<file path="config.mk">
export PLATFORM = sky130hd
export DESIGN_NAME = dram_rst_seq
export DESIGN_NICKNAME = d
export VERILOG_FILES = /design/src/rtl/dram_rst_seq_pkg.sv /design/src/rtl/drs_us_tick.sv /design/src/rtl/drs_us_timer.sv /design/src/rtl/drs_fsm.sv /design/src/rtl/dram_rst_seq.sv
export SDC_FILE = /design/constraint.sdc
export NUM_CORES = 1
export LEC_CHECK = 0
export ABC_AREA = 1
export BUFFER_PORTS_ARGS = -buffer_cell sky130_fd_sc_hd__buf_2
export CAP_MARGIN = 20
export CORE_MARGIN = 2
export CORE_UTILIZATION = 50
export DETAILED_ROUTE_END_ITERATION = 10
export MAX_ROUTING_LAYER = met4
export PLACE_DENSITY = 0.67
export SYNTH_ARGS = -nofsm -noshare
export SYNTH_HDL_FRONTEND = slang
export SYNTH_SLANG_ARGS = --single-unit
</file>
<file path="constraint.sdc">
create_clock -name clk -period 1.9 [get_ports clk]
set_input_delay 0 -clock clk [delete_from_list [all_inputs] [get_ports clk]]
set_output_delay 0 -clock clk [all_outputs]
set_load 0.02 [all_outputs]
</file>
<file path="src/rtl/dram_rst_seq_pkg.sv">
package dram_rst_seq_pkg;

  typedef enum logic [2:0] {
    SQ_IDLE,
    SQ_HOLD_ALL,
    SQ_CTL_WAIT,
    SQ_ANA_WAIT,
    SQ_DIG_WAIT,
    SQ_DONE
  } seq_state_e;

  function automatic int max4(input int a, input int b, input int c, input int d);
    int m;
    m = a;
    if (b > m) m = b;
    if (c > m) m = c;
    if (d > m) m = d;
    return m;
  endfunction

endpackage

</file>
<file path="src/rtl/drs_us_tick.sv">
module drs_us_tick #(
  parameter int CLK_MHZ = 200
) (
  input  logic clk,
  input  logic rst_n,
  input  logic clr,
  output logic tick
);
  localparam int CW = (CLK_MHZ > 1) ? $clog2(CLK_MHZ) : 1;
  localparam logic [CW-1:0] LAST = CW'(CLK_MHZ - 1);

  logic [CW-1:0] cnt_q;

  assign tick = (cnt_q == LAST);

  always_ff @(posedge clk or negedge rst_n) begin
    if (!rst_n)         cnt_q <= '0;
    else if (clr||tick) cnt_q <= '0;
    else                cnt_q <= cnt_q + 1'b1;
  end

  // the cycle counter never passes one microsecond
  p_tick_bound_r3: assert property (@(posedge clk) disable iff (!rst_n)
    cnt_q <= LAST);

endmodule

</file>
<file path="src/rtl/drs_us_timer.sv">
module drs_us_timer #(
  parameter int US_W = 3
) (
  input  logic            clk,
  input  logic            rst_n,
  input  logic            clr,
  input  logic            tick,
  input  logic [US_W-1:0] target,
  output logic            expire
);
  localparam logic [US_W-1:0] ONE = US_W'(1);

  logic [US_W-1:0] us_q;

  assign expire = tick && (us_q == target - ONE);

  always_ff @(posedge clk or negedge rst_n) begin
    if (!rst_n)     us_q <= '0;
    else if (clr)   us_q <= '0;
    else if (tick)  us_q <= us_q + ONE;
  end

  // within a running stage the microsecond count stays below its target
  p_us_bound_r3: assert property (@(posedge clk) disable iff (!rst_n)
    !clr |-> (us_q < target));

endmodule

</file>
<file path="src/rtl/drs_fsm.sv">
module drs_fsm
  import dram_rst_seq_pkg::*;
#(
  parameter int US_W        = 3,
  parameter int PHY_HOLD_US = 1,
  parameter int CTL_GAP_US  = 5,
  parameter int ANA_HOLD_US = 1,
  parameter int DIG_GAP_US  = 5
) (
  input  logic            clk,
  input  logic            rst_n,
  input  logic            start,
  input  logic            expire,
  output logic            tmr_clr,
  output logic [US_W-1:0] target,
  output logic            phy_rel,
  output logic            ctl_rel,
  output logic            ana_rel,
  output logic            dig_rel,
  output logic            done
);
  seq_state_e state_q, state_d;
  logic       busy;

  assign busy    = (state_q != SQ_IDLE) && (state_q != SQ_DONE);
  assign tmr_clr = !busy || expire;

  always_comb begin
    case (state_q)
      SQ_CTL_WAIT: target = US_W'(CTL_GAP_US);
      SQ_ANA_WAIT: target = US_W'(ANA_HOLD_US);
      SQ_DIG_WAIT: target = US_W'(DIG_GAP_US);
      default:     target = US_W'(PHY_HOLD_US);
    endcase
  end

  always_comb begin
    state_d = state_q;
    case (state_q)
      SQ_IDLE, SQ_DONE: if (start)  state_d = SQ_HOLD_ALL;
      SQ_HOLD_ALL:      if (expire) state_d = SQ_CTL_WAIT;
      SQ_CTL_WAIT:      if (expire) state_d = SQ_ANA_WAIT;
      SQ_ANA_WAIT:      if (expire) state_d = SQ_DIG_WAIT;
      SQ_DIG_WAIT:      if (expire) state_d = SQ_DONE;
      default:                      state_d = SQ_IDLE;
    endcase
  end

  always_ff @(posedge clk or negedge rst_n) begin
    if (!rst_n) begin
      state_q <= SQ_IDLE;
      phy_rel <= 1'b0;
      ctl_rel <= 1'b0;
      ana_rel <= 1'b0;
      dig_rel <= 1'b0;
      done    <= 1'b0;
    end else begin
      state_q <= state_d;
      phy_rel <= state_d inside {SQ_CTL_WAIT, SQ_ANA_WAIT, SQ_DIG_WAIT, SQ_DONE};
      ctl_rel <= state_d inside {SQ_ANA_WAIT, SQ_DIG_WAIT, SQ_DONE};
      ana_rel <= state_d inside {SQ_DIG_WAIT, SQ_DONE};
      dig_rel <= (state_d == SQ_DONE);
      done    <= (state_d == SQ_DONE);
    end
  end

  // a running stage only moves when the timer expires, whatever start does
  p_no_early_move_r8: assert property (@(posedge clk) disable iff (!rst_n)
    (busy && !expire) |=> $stable(state_q));

  // done holds while no new start arrives
  p_done_sticky_r7: assert property (@(posedge clk) disable iff (!rst_n)
    (done && !start) |=> done);

  // a start after completion drops done and every release
  p_restart_r9: assert property (@(posedge clk) disable iff (!rst_n)
    (state_q == SQ_DONE && start) |=> (!done && !phy_rel && !ctl_rel && !ana_rel && !dig_rel));

endmodule

</file>
<file path="src/rtl/dram_rst_seq.sv">
module dram_rst_seq
  import dram_rst_seq_pkg::*;
#(
  parameter int CLK_MHZ     = 200,
  parameter int CTL_LINES   = 2,
  parameter int PHY_LINES   = 2,
  parameter int PHY_HOLD_US = 1,
  parameter int CTL_GAP_US  = 5,
  parameter int ANA_HOLD_US = 1,
  parameter int DIG_GAP_US  = 5
) (
  input  logic                 clk,
  input  logic                 rst_n,
  input  logic                 start,
  output logic [CTL_LINES-1:0] ctl_rst_n,
  output logic [PHY_LINES-1:0] phy_rst_n,
  output logic                 phy_ana_rst_n,
  output logic                 phy_dig_rst_n,
  output logic                 done
);
  localparam int MAX_US  = max4(PHY_HOLD_US, CTL_GAP_US, ANA_HOLD_US, DIG_GAP_US);
  localparam int US_W    = $clog2(MAX_US + 1);
  localparam int GAP_CYC = DIG_GAP_US * CLK_MHZ;
  localparam int GAP_W   = $clog2(GAP_CYC + 1);

  logic            tick, expire, tmr_clr;
  logic [US_W-1:0] target;
  logic            phy_rel, ctl_rel, ana_rel, dig_rel;

  drs_us_tick #(.CLK_MHZ(CLK_MHZ)) u_tick (
    .clk(clk), .rst_n(rst_n), .clr(tmr_clr), .tick(tick)
  );

  drs_us_timer #(.US_W(US_W)) u_timer (
    .clk(clk), .rst_n(rst_n), .clr(tmr_clr), .tick(tick),
    .target(target), .expire(expire)
  );

  drs_fsm #(
    .US_W(US_W), .PHY_HOLD_US(PHY_HOLD_US), .CTL_GAP_US(CTL_GAP_US),
    .ANA_HOLD_US(ANA_HOLD_US), .DIG_GAP_US(DIG_GAP_US)
  ) u_fsm (
    .clk(clk), .rst_n(rst_n), .start(start), .expire(expire),
    .tmr_clr(tmr_clr), .target(target),
    .phy_rel(phy_rel), .ctl_rel(ctl_rel), .ana_rel(ana_rel),
    .dig_rel(dig_rel), .done(done)
  );

  for (genvar i = 0; i < CTL_LINES; i++) begin : g_ctl
    assign ctl_rst_n[i] = ctl_rel;
  end
  for (genvar j = 0; j < PHY_LINES; j++) begin : g_phy
    assign phy_rst_n[j] = phy_rel;
  end
  assign phy_ana_rst_n = ana_rel;
  assign phy_dig_rst_n = dig_rel;

  // Cycles spent with analog released and digital still held, saturating
  logic [GAP_W-1:0] gap_q;
  always_ff @(posedge clk or negedge rst_n) begin
    if (!rst_n)                                       gap_q <= '0;
    else if (!phy_ana_rst_n)                          gap_q <= '0;
    else if (!phy_dig_rst_n && gap_q != GAP_W'(GAP_CYC)) gap_q <= gap_q + 1'b1;
  end

  // digital release only after the full analog-to-digital gap
  p_dig_gap_r6: assert property (@(posedge clk) disable iff (!rst_n)
    $rose(phy_dig_rst_n) |-> (gap_q >= GAP_W'(GAP_CYC)));

  // controller group never leaves reset while the PHY group is held
  p_ctl_after_phy_r4: assert property (@(posedge clk) disable iff (!rst_n)
    $rose(ctl_rst_n[0]) |-> $past(phy_rst_n[0]));

endmodule

</file>
# Word level (Yosys, flattened, before mapping)
# Index checks and enable logic that the tools add are counted.
[classes]
mux = 10
n_eq_ne = 12
n_addsub = 3
reduce_logical = 13
[ops]
columns = ["operator", "n"]
rows = [
  ["2-to-1 mux 3 bit", 8],
  ["one-hot mux 3 bit (5 select lines)", 1],
  ["equality test 3 x 2 -> 1 bit (second input constant)", 4],
  ["equality test 3 bit (second input constant)", 4],
  ["adder 8 x 1 -> 8 bit (second input constant)", 1],
  ["equality test 8 bit (second input constant)", 1],
  ["2-to-1 mux 8 bit", 1],
  ["nonzero test 3 bit", 2],
  ["nonzero test 2 bit", 2],
  ["nonzero test 4 bit", 1],
  ["OR reduction 2 bit", 2],
  ["adder 3 x 1 -> 3 bit (second input constant)", 1],
  ["equality test 3 x 1 -> 1 bit (second input constant)", 1],
  ["equality test 3 bit", 1],
  ["zero test 3 bit", 1],
  ["!= test 3 bit (second input constant)", 1],
  ["subtractor 3 x 1 -> 3 bit (second input constant)", 1],
  ["logical AND 1 bit", 2],
  ["logical OR 1 bit", 2],
  ["zero test 1 bit", 1],
]
[word_totals]
reg_bits = 18
inputBits = 3
elab_cells = 45
out_inout_bits = 7

# Depth between registers and ports, before layout
[logic_depth]
depth_word = 10
depth_mapped = 11
depth_no_buf = 11

# Modules after synthesis
# From an unflattened synthesis, not the netlist that was laid out.
[hier_totals]
cells_unflattened = 146
hier_area_um2 = 1087.3
[by_module_without_submodules]
columns = ["module", "cells_each", "seq_area_each_um2", "instances", "area_per_inst_um2"]
rows = [
  ["drs_us_tick", 57, 200.2, 1, 431.7],
  ["drs_fsm", 48, 175.2, 1, 392.9],
  ["drs_us_timer", 37, 75.1, 1, 232.7],
  ["dram_rst_seq", 4, 0.0, 1, 30.0],
]

# Least setup slack after synthesis
# OpenSTA, ideal clock, no wires.
[synth_path]
kind = "reg2reg"
start = "reg u_tick.cnt_q[0]"
end = "reg u_fsm.dig_rel"
t_required_ps = 1831
setup_slack_ps = 527
stages_incl_launch_ff = 10
n_path_buf = 0
setup_time_ps = 69
t_arrival_ps = 1304
synth_period_minus_slack_ps = 1373
cell_sequence = "dfrtp_1 > ha_1 > nand2_2 > nor2_2 > nand3_2 > nor2_4 > nand4_2 > nand2_2 > inv_2 > nor2_2"
[synth_between]
elab_chain_cells = 5
word_cells_on_any_way = 8
classes_between = "eq/ne: 2; mux: 5; reduce/logical: 1"
[synth_lines]
columns = ["item", "line_no", "rtl"]
rows = [
  ["start: declaration", "drs_us_tick.sv:12", "logic [CW-1:0] cnt_q;"],
  ["start signal: assignment", "drs_us_tick.sv:19", "else cnt_q <= cnt_q + 1'b1;"],
  ["equality test 8 bit *", "drs_us_tick.sv:14", "assign tick = (cnt_q == LAST);"],
  ["logical AND 1 bit *", "drs_us_timer.sv:15", "assign expire = tick && (us_q == target - ONE);"],
  ["2-to-1 mux 3 bit (on tied branches)", "--", ""],
  ["one-hot mux 3 bit (5 select lines) *", "drs_fsm.sv:39", "case (state_q)"],
  ["via u_fsm.state_d[2]", "drs_fsm.sv:22", "seq_state_e state_q, state_d;"],
  ["equality test 3 bit *", "drs_fsm.sv:62", "dig_rel <= (state_d == SQ_DONE);"],
  ["end signal: assignment", "drs_fsm.sv:62", ""],
  ["end: declaration", "drs_fsm.sv:19", "output logic dig_rel,"],
]
# Mark *: on every way through the listed nets, which the timed path passes. The rest lies on a longest branch.
# A chain may end at the register's enable or synchronous reset.

# Worst setup path in the final report
# Ends and elaborated chain as after synthesis.

==> results.toml <==
[outcome]
status = "complete, no violations"

[routing]
met1_length_microns = 837
via_per_inst = 4.91
wl_met2_microns = 721
top_layer = "met4"
met3WireLength_microns = 67
drc = 0
drtAntennaViolNets = 0
routed_wl_microns = 1640
drt-initial-drc-count = 12
routed_wire_length_per_instance_microns = 10.8
dr.pass1.iters = 4
routed-via-count = 747

[timing]
slew_violations = 0
final-setup-viol-count = 0
worst_pin_slew_ns = 0.388
finalCriticalPeriod_ns = 1.61
finalCritPeriodShare_pct = 84.6
hold_violations = 0
fin_worst_skew_ns = 0.00351
rsz0062_at_grt = "false"
final.setup.tns_ns = 0
clock.fmax_mhz = 622
worst_slack_ns = 0.293
slew_headroom_pct = 74.1

[grt]
grt_overflow = 0
grt_max_degree = 19
grt_pass1_wl_microns = 3050
grt_pass1_vias = 705
antenna_found_initial = 0
track_usage_pct = 16.7

[floorplanning]
core_sq_um = 1960
design.die.area_sq_um = 2460
start_util_pct = 52.9
die_x_microns = 49.6
ioPinCount = 10
die_h_microns = 49.6
row_count = 16

[min_path]
min_path_type = "in2reg"
hold_end = "u_fsm.state_q[0]"
hp-start = "start"
whs_path_depth = 3

[cts]
post_cts_resized = 0
root_buffer = "clkbuf_4"
htree_levels = 1
cts_tree = "built"
clkSinkCount = 18
clock_latency_ns = 0.29
cts_made_buffers = 3
clkTransAtPathRegs_ns = 0.11
post-cts-setup-buffers = 0
clockBufferDepth = 2

[placed_design]
numPortBuffers = 9
pre_cts_slack_ns = 0.303
dp_hpwl_microns = 1280
place_congestion = 0.850

[critical_path]
path_max_fanout = 4
worst-r2r-setup-slack_ns = 0.29
cp-start-kind = "flip-flop"
cp.required_ns = 2.14
worst_setup_path_end_kind = "flip-flop"
rr_startpoint = "u_tick.cnt_q[0]"
worstPathArrival_ns = 1.85
r2r-end = "u_fsm.dig_rel"
worstSetupPathType = "reg2reg"
r2r_cells = 11

[power]
static-leakage-power_nw = 0.554
ir_worst_vdd_v = 0.000492
p_per_area_nw_per_um2 = 906

[synth]
synth_area_leaders = "dfrtp_1, nand2_1, nand3_1"
netlist_instances = 119
ys_seq_area_share_pct = 43.4
yosys_warnings = 0
synth_edf_count = 0
yosys.area.top_type = "dfrtp_1"
ys_types = 25
synthTopCellsByCount = "nand2_1, dfrtp_1, inv_1, nor2_1, nand3_1"
synth_top_area_share_pct = 43.4
syn_area_sq_um = 1040
synthArstFlopShare_pct = 100
yosys_register_bits = 18
synth_flop_cell = "dfrtp_1"
synth_most_common_cell = "nand2_1"
synth_fp_nets = 125
syn_area_per_cell_sq_um = 8.73

[cells_and_area]
drive_above_1_share_pct = 25.6
nets = 132
area_delta_synth_final_pct = 5.18
n_antenna_cell = 0

[job]
drv_cap = 0
[logic make-up after synthesis]
kind of cell / Yosys count / synth area share [%]
buf+inv: 23 / 12.8
fa+ha+maj: 3 / 3.61
simple gates: 63 / 33.1
xor+xnor: 3 / 2.53
compound gates: 9 / 4.58
flops: 18 / 43.4
[cell usage in the layout (no fill, tap or decap), drive strengths merged, types with 4 or more instances in the layout]
master and instances:
buf 9, dfrtp 18, o21ai 6, inv 15
nand2 26, clkbuf 4, nor2 15, nand3 12
nor3 5
[stage by stage]
step | instance area [sq um] | hold WS [ns] | instances | util, % | total power (W)
2_1_floorplan | 1040 | -0.296 | 119 | - | 0.000716
3_3_place_gp | 1050 | -0.0566 | 147 | 53.3 | 0.000744
3_5_place_dp | 1050 | -0.0512 | 147 | 53.3 | 0.000758
4_1_cts | 1090 | 0.0178 | 152 | 55.7 | 0.000997
5_1_grt | 1090 | 0.0640 | 152 | 55.7 | 0.00107
6_report | 1090 | 0.0175 | 152 | 55.7 | 0.000989
[report_power, final]
group / internal [W] / switching [W]
clock: 0.000117 / 0.000124
combinational: 0.0000881 / 0.000175
sequential: 0.000422 / 0.0000637
total: 0.000627 / 0.000362
[worst max-delay path, cell delays in order (launching register included)]
cell,delay [ns]
dfrtp_1,0.41
ha_1,0.21
nand2_2,0.09
nor2_2,0.15
nand3_2,0.12
inv_1,0.10
nand3_1,0.09
nand2_1,0.07
nand3_1,0.07
nand2_1,0.12
inv_1,0.06
nor2_2,0.07
[per-layer routing]
metal	global-route usage, %	vias to the layer above
met5	-	-
met4	5.56	0
met3	4.55	2
met2	23.6	15
met1	23.1	345
li1	-	385
[area by class of cell]
type	instances	area (sq um)
Clock buffer	4	36.3
Timing Repair Buffer	10	55.1
Sequential cell	18	450
Multi-Input combinational cell	78	455
Tap cell	27	33.8
Inverter	15	61.3
Fill cell	210	870
[sequential cells by signal, summed over array words and instances (netlist names)]
signal         count
u_fsm.phy_rel      1
u_fsm.ana_rel      1
u_tick.cnt_q       8
u_fsm.state_q      3
u_fsm.ctl_rel      1
u_fsm.dig_rel      1
u_timer.us_q       3
[worst max-delay path by stage]
stage | from | end | cells past startpoint
final | u_tick.cnt_q[0] | u_fsm.dig_rel | 11
after global routing | u_tick.cnt_q[0] | u_fsm.dig_rel | 11
after CTS | u_tick.cnt_q[0] | u_fsm.dig_rel | 11
after detailed placement | u_tick.cnt_q[0] | u_fsm.dig_rel | 11
after global placement | u_tick.cnt_q[0] | u_fsm.dig_rel | 11
after floorplan | u_tick.cnt_q[0] | u_fsm.dig_rel | 9
[timing repair]
action                                  CTS  global route
endpoints found under the setup margin    0             0
endpoints found under the hold margin    18             0
hold buffers                              1             0
Note: power is estimated with default switching activity, not from simulation.
